$ cat config.mk
export PLATFORM = sky130hd
export DESIGN_NAME = sprite_dma
export DESIGN_NICKNAME = d
export VERILOG_FILES = /design/src/rtl/sprite_dma_pkg.sv /design/src/rtl/sprite_dma_ctrl.sv /design/src/rtl/sprite_dma_path.sv /design/src/rtl/sprite_dma.sv
export SDC_FILE = /design/constraint.sdc
export NUM_CORES = 1
export LEC_CHECK = 0
export ABC_AREA = 1
export CELL_PAD_IN_SITES_DETAIL_PLACEMENT = 1
export CELL_PAD_IN_SITES_GLOBAL_PLACEMENT = 2
export CORE_AREA = 5 5 71 73
export DETAILED_ROUTE_END_ITERATION = 8
export DIE_AREA = 0 0 76 78
export DONT_BUFFER_PORTS = 1
export PLACE_DENSITY = 0.75
export SLEW_MARGIN = 10
export SYNTH_ARGS = -nofsm -noshare
export SYNTH_HDL_FRONTEND = slang
export SYNTH_SLANG_ARGS = --single-unit
$ cat constraint.sdc
create_clock -name clk -period 1.8 [get_ports clk]
set_input_delay 0.18 -clock clk [delete_from_list [all_inputs] [get_ports clk]]
set_output_delay 0.18 -clock clk [all_outputs]
set_load 0.1 [all_outputs]
$ cat src/rtl/sprite_dma_pkg.sv
package sprite_dma_pkg;

  typedef enum logic [1:0] {
    ST_IDLE  = 2'd0,
    ST_ALIGN = 2'd1,
    ST_READ  = 2'd2,
    ST_WRITE = 2'd3
  } dmaState_t;

  typedef struct packed {
    logic loadPage;
    logic rdCycle;
    logic wrCycle;
    logic advance;
  } dmaStrb_t;

endpackage

$ cat src/rtl/sprite_dma_ctrl.sv
module sprite_dma_ctrl
  import sprite_dma_pkg::*;
#(
  parameter int IDX_W = 8
) (
  input  logic     clk,
  input  logic     rstN,
  input  logic     cycEn,
  input  logic     trigHit,
  input  logic     lastIdx,
  output dmaStrb_t strb,
  output logic     cpuStall
);

  localparam int PAIRS    = 1 << IDX_W;
  localparam int LEN_ODD  = 2 * PAIRS + 1;
  localparam int LEN_EVEN = 2 * PAIRS + 2;
  localparam int CNT_W    = $clog2(LEN_EVEN + 1);

  dmaState_t state;
  logic      cycOdd;
  logic      needTwo;

  always_ff @(posedge clk or negedge rstN) begin
    if (!rstN) begin
      cycOdd <= 1'b0;
    end else if (cycEn) begin
      cycOdd <= ~cycOdd;
    end
  end

  always_ff @(posedge clk or negedge rstN) begin
    if (!rstN) begin
      state   <= ST_IDLE;
      needTwo <= 1'b0;
    end else if (cycEn) begin
      case (state)
        ST_IDLE: begin
          if (trigHit) begin
            state   <= ST_ALIGN;
            needTwo <= ~cycOdd;
          end
        end
        ST_ALIGN: begin
          if (needTwo) begin
            needTwo <= 1'b0;
          end else begin
            state <= ST_READ;
          end
        end
        ST_READ:  state <= ST_WRITE;
        ST_WRITE: state <= lastIdx ? ST_IDLE : ST_READ;
        default:  state <= ST_IDLE;
      endcase
    end
  end

  always_comb begin
    strb.loadPage = (state == ST_IDLE) && trigHit && cycEn;
    strb.rdCycle  = (state == ST_READ);
    strb.wrCycle  = (state == ST_WRITE);
    strb.advance  = (state == ST_WRITE) && cycEn;
  end

  assign cpuStall = (state != ST_IDLE);

  // Checker state: stalled CPU cycles since the accepted trigger
  logic [CNT_W-1:0] stallCnt;
  logic             trigOddSeen;

  always_ff @(posedge clk or negedge rstN) begin
    if (!rstN) begin
      stallCnt    <= '0;
      trigOddSeen <= 1'b0;
    end else if (cycEn) begin
      if ((state == ST_IDLE) && trigHit) begin
        stallCnt    <= '0;
        trigOddSeen <= cycOdd;
      end else if (cpuStall) begin
        stallCnt <= stallCnt + 1'b1;
      end
    end
  end


  stall_odd_len_chk: assert property (@(posedge clk) disable iff (!rstN)
    ($fell(cpuStall) && trigOddSeen) |-> (stallCnt == CNT_W'(LEN_ODD)));


  stall_even_len_chk: assert property (@(posedge clk) disable iff (!rstN)
    ($fell(cpuStall) && !trigOddSeen) |-> (stallCnt == CNT_W'(LEN_EVEN)));


  resume_odd_chk: assert property (@(posedge clk) disable iff (!rstN)
    $fell(cpuStall) |-> cycOdd);


  stall_freeze_chk: assert property (@(posedge clk) disable iff (!rstN)
    (cpuStall && !cycEn) |=> cpuStall);


  state_hold_chk: assert property (@(posedge clk) disable iff (!rstN)
    !cycEn |=> $stable(state));

endmodule

$ cat src/rtl/sprite_dma_path.sv
module sprite_dma_path
  import sprite_dma_pkg::*;
#(
  parameter int ADDR_W = 16,
  parameter int IDX_W  = 8,
  parameter int DATA_W = 8
) (
  input  logic                    clk,
  input  logic                    rstN,
  input  logic                    cycEn,
  input  dmaStrb_t                strb,
  input  logic [ADDR_W-IDX_W-1:0] pageIn,
  input  logic [DATA_W-1:0]       busRdData,
  output logic [ADDR_W-1:0]       busRdAddr,
  output logic                    busRdEn,
  output logic                    sprWrEn,
  output logic [IDX_W-1:0]        sprWrAddr,
  output logic [DATA_W-1:0]       sprWrData,
  output logic                    lastIdx
);

  localparam int PAGE_W = ADDR_W - IDX_W;

  logic [PAGE_W-1:0] pageReg;
  logic [IDX_W-1:0]  idx;
  logic [DATA_W-1:0] dataLatch;

  always_ff @(posedge clk or negedge rstN) begin
    if (!rstN) begin
      pageReg <= '0;
      idx     <= '0;
    end else if (strb.loadPage) begin
      pageReg <= pageIn;
      idx     <= '0;
    end else if (strb.advance) begin
      idx <= idx + 1'b1;
    end
  end

  always_ff @(posedge clk or negedge rstN) begin
    if (!rstN) begin
      dataLatch <= '0;
    end else if (strb.rdCycle && cycEn) begin
      dataLatch <= busRdData;
    end
  end

  assign busRdAddr = {pageReg, idx};
  assign busRdEn   = strb.rdCycle;
  assign sprWrEn   = strb.wrCycle && cycEn;
  assign sprWrAddr = idx;
  assign sprWrData = dataLatch;
  assign lastIdx   = &idx;


  latch_capture_chk: assert property (@(posedge clk) disable iff (!rstN)
    (strb.rdCycle && cycEn) |=> (sprWrData == $past(busRdData)));


  rd_then_wr_chk: assert property (@(posedge clk) disable iff (!rstN)
    (strb.rdCycle && cycEn) |=>
      (strb.wrCycle && (sprWrAddr == $past(busRdAddr[IDX_W-1:0]))));

endmodule

$ cat src/rtl/sprite_dma.sv
module sprite_dma
  import sprite_dma_pkg::*;
#(
  parameter int             ADDR_W    = 16,
  parameter int             IDX_W     = 8,
  parameter int             DATA_W    = 8,
  parameter logic [15:0]    TRIG_ADDR = 16'h4014
) (
  input  logic              clk,
  input  logic              rstN,
  input  logic              cycEn,
  input  logic              regWrEn,
  input  logic [ADDR_W-1:0] regAddr,
  input  logic [DATA_W-1:0] regWrData,
  output logic              busRdEn,
  output logic [ADDR_W-1:0] busRdAddr,
  input  logic [DATA_W-1:0] busRdData,
  output logic              sprWrEn,
  output logic [IDX_W-1:0]  sprWrAddr,
  output logic [DATA_W-1:0] sprWrData,
  output logic              cpuStall
);

  localparam int PAGE_W = ADDR_W - IDX_W;

  dmaStrb_t strb;
  logic     trigHit;
  logic     lastIdx;

  assign trigHit = regWrEn && (regAddr == ADDR_W'(TRIG_ADDR));

  sprite_dma_ctrl #(
    .IDX_W (IDX_W)
  ) u_ctrl (
    .clk      (clk),
    .rstN     (rstN),
    .cycEn    (cycEn),
    .trigHit  (trigHit),
    .lastIdx  (lastIdx),
    .strb     (strb),
    .cpuStall (cpuStall)
  );

  sprite_dma_path #(
    .ADDR_W (ADDR_W),
    .IDX_W  (IDX_W),
    .DATA_W (DATA_W)
  ) u_path (
    .clk       (clk),
    .rstN      (rstN),
    .cycEn     (cycEn),
    .strb      (strb),
    .pageIn    (regWrData[PAGE_W-1:0]),
    .busRdData (busRdData),
    .busRdAddr (busRdAddr),
    .busRdEn   (busRdEn),
    .sprWrEn   (sprWrEn),
    .sprWrAddr (sprWrAddr),
    .sprWrData (sprWrData),
    .lastIdx   (lastIdx)
  );


  busy_trig_ignored_chk: assert property (@(posedge clk) disable iff (!rstN)
    (cpuStall && trigHit && cycEn) |=> $stable(busRdAddr[ADDR_W-1:IDX_W]));

endmodule

==> impl_results.md <==
* Number of global-route vias before repair at 1411
* Hold/Removal Path Class: input pin to flop
* Mapped Area at 1478 um2
* H-tree depth at 1
* GP Congestion at 0.7962
* Post-DR wirelength/cell at 15.96 um
* Sw frac at 24.72%
* Synth Net Count at 204
* Status: finished clean
* Cells after Synth at 167
* Arr. time, crit path at 1.51 ns
* Hpwl dp at 3.170 mm
* CTS Buf Count at 3
* Reg2reg setup slack at 0.30 ns
* Leading area contributor after synthesis: dfrtp_1
* Clk sink count at 28
* # IOs at 71
* FF+latch count, synth at 28
* Clock power share at 39.0%
* Clock latency at the later pin of the worst-skew pair at 0.28 ns
* Top cell type's share of synthesized area at 47.42%
* Finished Layout Cells at 246
* Initial core utilization at 34.41%
* Postcts setup bufs at 0
* Post-synth EDFFs at 0
* Routed WL at 3.925 mm
* Yosys Warn Count at 0
* Port bufs at 0
* Setup Crit Path Kind: flop to primary output
* First-pass GRT wire length at 6.879 mm
* GR Overflow Total at 0
* CTS clk-pin slew, worst paths at 0.10 ns
* Crit. Startpoint: u_ctrl.state[0]$_DFFE_PN0P_
* Maximum vdd drop at 0.0004258 V
* Cell with the most instances after synthesis: nand2_1
* Antenna violations before repair at 0
* Site Rows at 24
* Chip width at 76 um
* Max Clk Rate at 590.1 MHz
* Nets at 232
* Routed vias/inst at 4.939
* Final Setup Violations at 0
* Req. time, crit path at 1.62 ns
* N_diodes at 0
* Register share of total power at 51.0%
* Cell Area, Placed at 1713 um2
* Worst setup EP type: primary output
* Worst flop-to-flop path endpoint: u_path.pageReg[7]$_DFFE_PN0P_
* Min Tclk post-route at 1.695 ns
* Setup TNS at 0 ns
* Die H at 78 um
* LEAKAGE at 0.9685 nW
* Post-route clock period utilization at 94.14%
* Worst Setup Start Kind: flop
* Crit path to: sprWrEn
* Synth top cells by count: nand2_1, dfrtp_1, nor2_1
* 1st-iter DRT viols at 14
* Synth top area cells: dfrtp_1, nand2_1, mux2_2
* Largest net degree at the start of global routing at 29
* P_sw at 0.0003193 W
* Layout cells sized above 1 at 32.47%
* Placed Instances at 239
* Final setup skew at 0.005162 ns
* Max cap viols at 0
* RSZ-0062 raised after global routing: no
* Tightest Pin Transition at 0.5551 ns
* Worst slew margin at 62.99%
* Critical R2R Launch: u_ctrl.state[1]$_DFFE_PN0P_
* Final hold vios at 0
* Pins Over Slew Limit at 0
* Root buf cell: clkbuf_8
* Internal cell power at 0.0009726 W
* # DRC at 0
* Post-synth ARST share at 100.0%
* TritonCTS clock tree: done
* Post-synthesis sequential area ratio at 47.42%
* Area delta synth->final at 23.45%
* Yosys cell types at 21
* Synth Flop Type: dfrtp_1
* Combinational power share at 10.0%
* Number of detailed-route iterations in the first pass at 4
* Clk buf depth at 2
* Final Cell Area at 1824 um2
* All-layer global routing usage at 14.18%
* Die area at 5928 um2
* Final ANT Viol Nets at 0
* FF-to-FF path depth at 6
* Syn Area/Cell at 8.848 um2
* Crit Path Max Fanout at 9
* Detailed-route via count at 1215
* Core Footprint at 4294 um2
* Power Dens Cells at 708.2 nW/um2
==> final cells by class <==
cell class	instances	area (um2)
multi-input combinational	113	654.4
clock buffer	3	41.29
sequential	28	710.7
timing repair buffer	31	250.2
clock inverter	1	30.03
fill	503	2470
tap	52	65.06
inverter	18	72.57
==> how the worst min path moves through the flow <==
stage                                                  to    startpoint  slack (ns)  cells past startpoint
after global routing      u_path.sprWrData[4]$_DFFE_PN0P_  busRdData[4]        0.02                      1
after detailed placement  u_path.sprWrAddr[5]$_DFFE_PN0P_          rstN       -0.11                      0
after CTS                   u_path.pageReg[5]$_DFFE_PN0P_  regWrData[5]        0.03                      2
after global placement    u_path.sprWrAddr[4]$_DFFE_PN0P_          rstN       -0.11                      0
after floorplan                 u_ctrl.cycOdd$_DFFE_PN0P_          rstN       -0.12                      0
final                       u_path.pageReg[5]$_DFFE_PN0P_  regWrData[5]        0.04                      2
==> kinds of logic (layout without fill, tap and decap cells) <==
family                   count (synthesis)  after routing  synth area share [%]
AO/OA/AOI/OAI                            3              3                 1.270
AND/OR/NAND/NOR                         96             96                 32.43
multiplexers                             8              8                 6.097
adder cells (fa/ha/maj)                  1              1                0.8466
flip-flops                              28             28                 47.42
XOR/XNOR                                 5              5                 2.963
buffers and inverters                   26             53                 8.976
==> flip-flops by register name, summed over array words and instances (netlist names) <==
signal            count
u_ctrl.cycOdd         1
u_ctrl.needTwo        1
u_path.pageReg        8
u_ctrl.state          2
u_path.sprWrData      8
u_path.sprWrAddr      8
==> layout by cell type (no fill, tap or decap), types with 2 or more instances in the layout <==
cell | synthesis | layout
inv_1 | 16 | 16
nor3_2 | 2 | 2
a21oi_1 | 2 | 2
dfrtp_2 | 0 | 8
nand4_1 | 10 | 10
inv_4 | 2 | 2
nor3_1 | 3 | 3
clkbuf_8 | 0 | 3
mux2_2 | 8 | 8
nand3_1 | 10 | 10
nand2_2 | 1 | 2
dlygate4sd3_1 | 0 | 2
dfrtp_1 | 28 | 20
buf_4 | 8 | 28
nand2_1 | 43 | 42
nor2_4 | 3 | 4
nor2_1 | 21 | 20
xor2_1 | 4 | 4
==> per-stage QoR <==
stage / hold slack (ns) / total power [W] / setup slack (ns) / util (%)
2_1_floorplan: -0.1156 / 0.0007636 / 0.06725 / -
3_3_place_gp: -0.1147 / 0.0007749 / 0.3804 / 39.89
3_5_place_dp: -0.1147 / 0.0007819 / 0.3072 / 39.89
4_1_cts: 0.02523 / 0.001316 / 0.1015 / 42.48
5_1_grt: 0.02164 / 0.001354 / 0.02896 / 42.48
6_report: 0.03787 / 0.001292 / 0.1054 / 42.48
==> layer usage <==
layer	vias up	track usage (%)	wire, um
met2	45	24.40	1962
met5	-	0	0
met4	0	5.516	89
met3	9	4.282	257
li1	582	-	-
met1	579	16.47	1616
==> power by group through the flow <==
stage                     registers [W]  clock network, W  logic [W]
after floorplan                0.000693                 0  0.0000707
after global placement         0.000671                 0   0.000104
after detailed placement       0.000671                 0   0.000110
after CTS                      0.000660          0.000523   0.000132
after global routing           0.000661          0.000550   0.000143
final                          0.000659          0.000503   0.000130
==> repair_timing <==
action / 4_1_cts / 5_1_grt
hold endpoints to repair: 29 / 0
resized for setup: 0 / 0
hold buffers: 3 / 0
==> critical path, cell delays in order (launching register included) <==
cell and delay (ns):
dfrtp_1 0.49, nand2_1 0.20, nor2_8 0.21, buf_4 0.33
(Power assumes the default switching activity.)
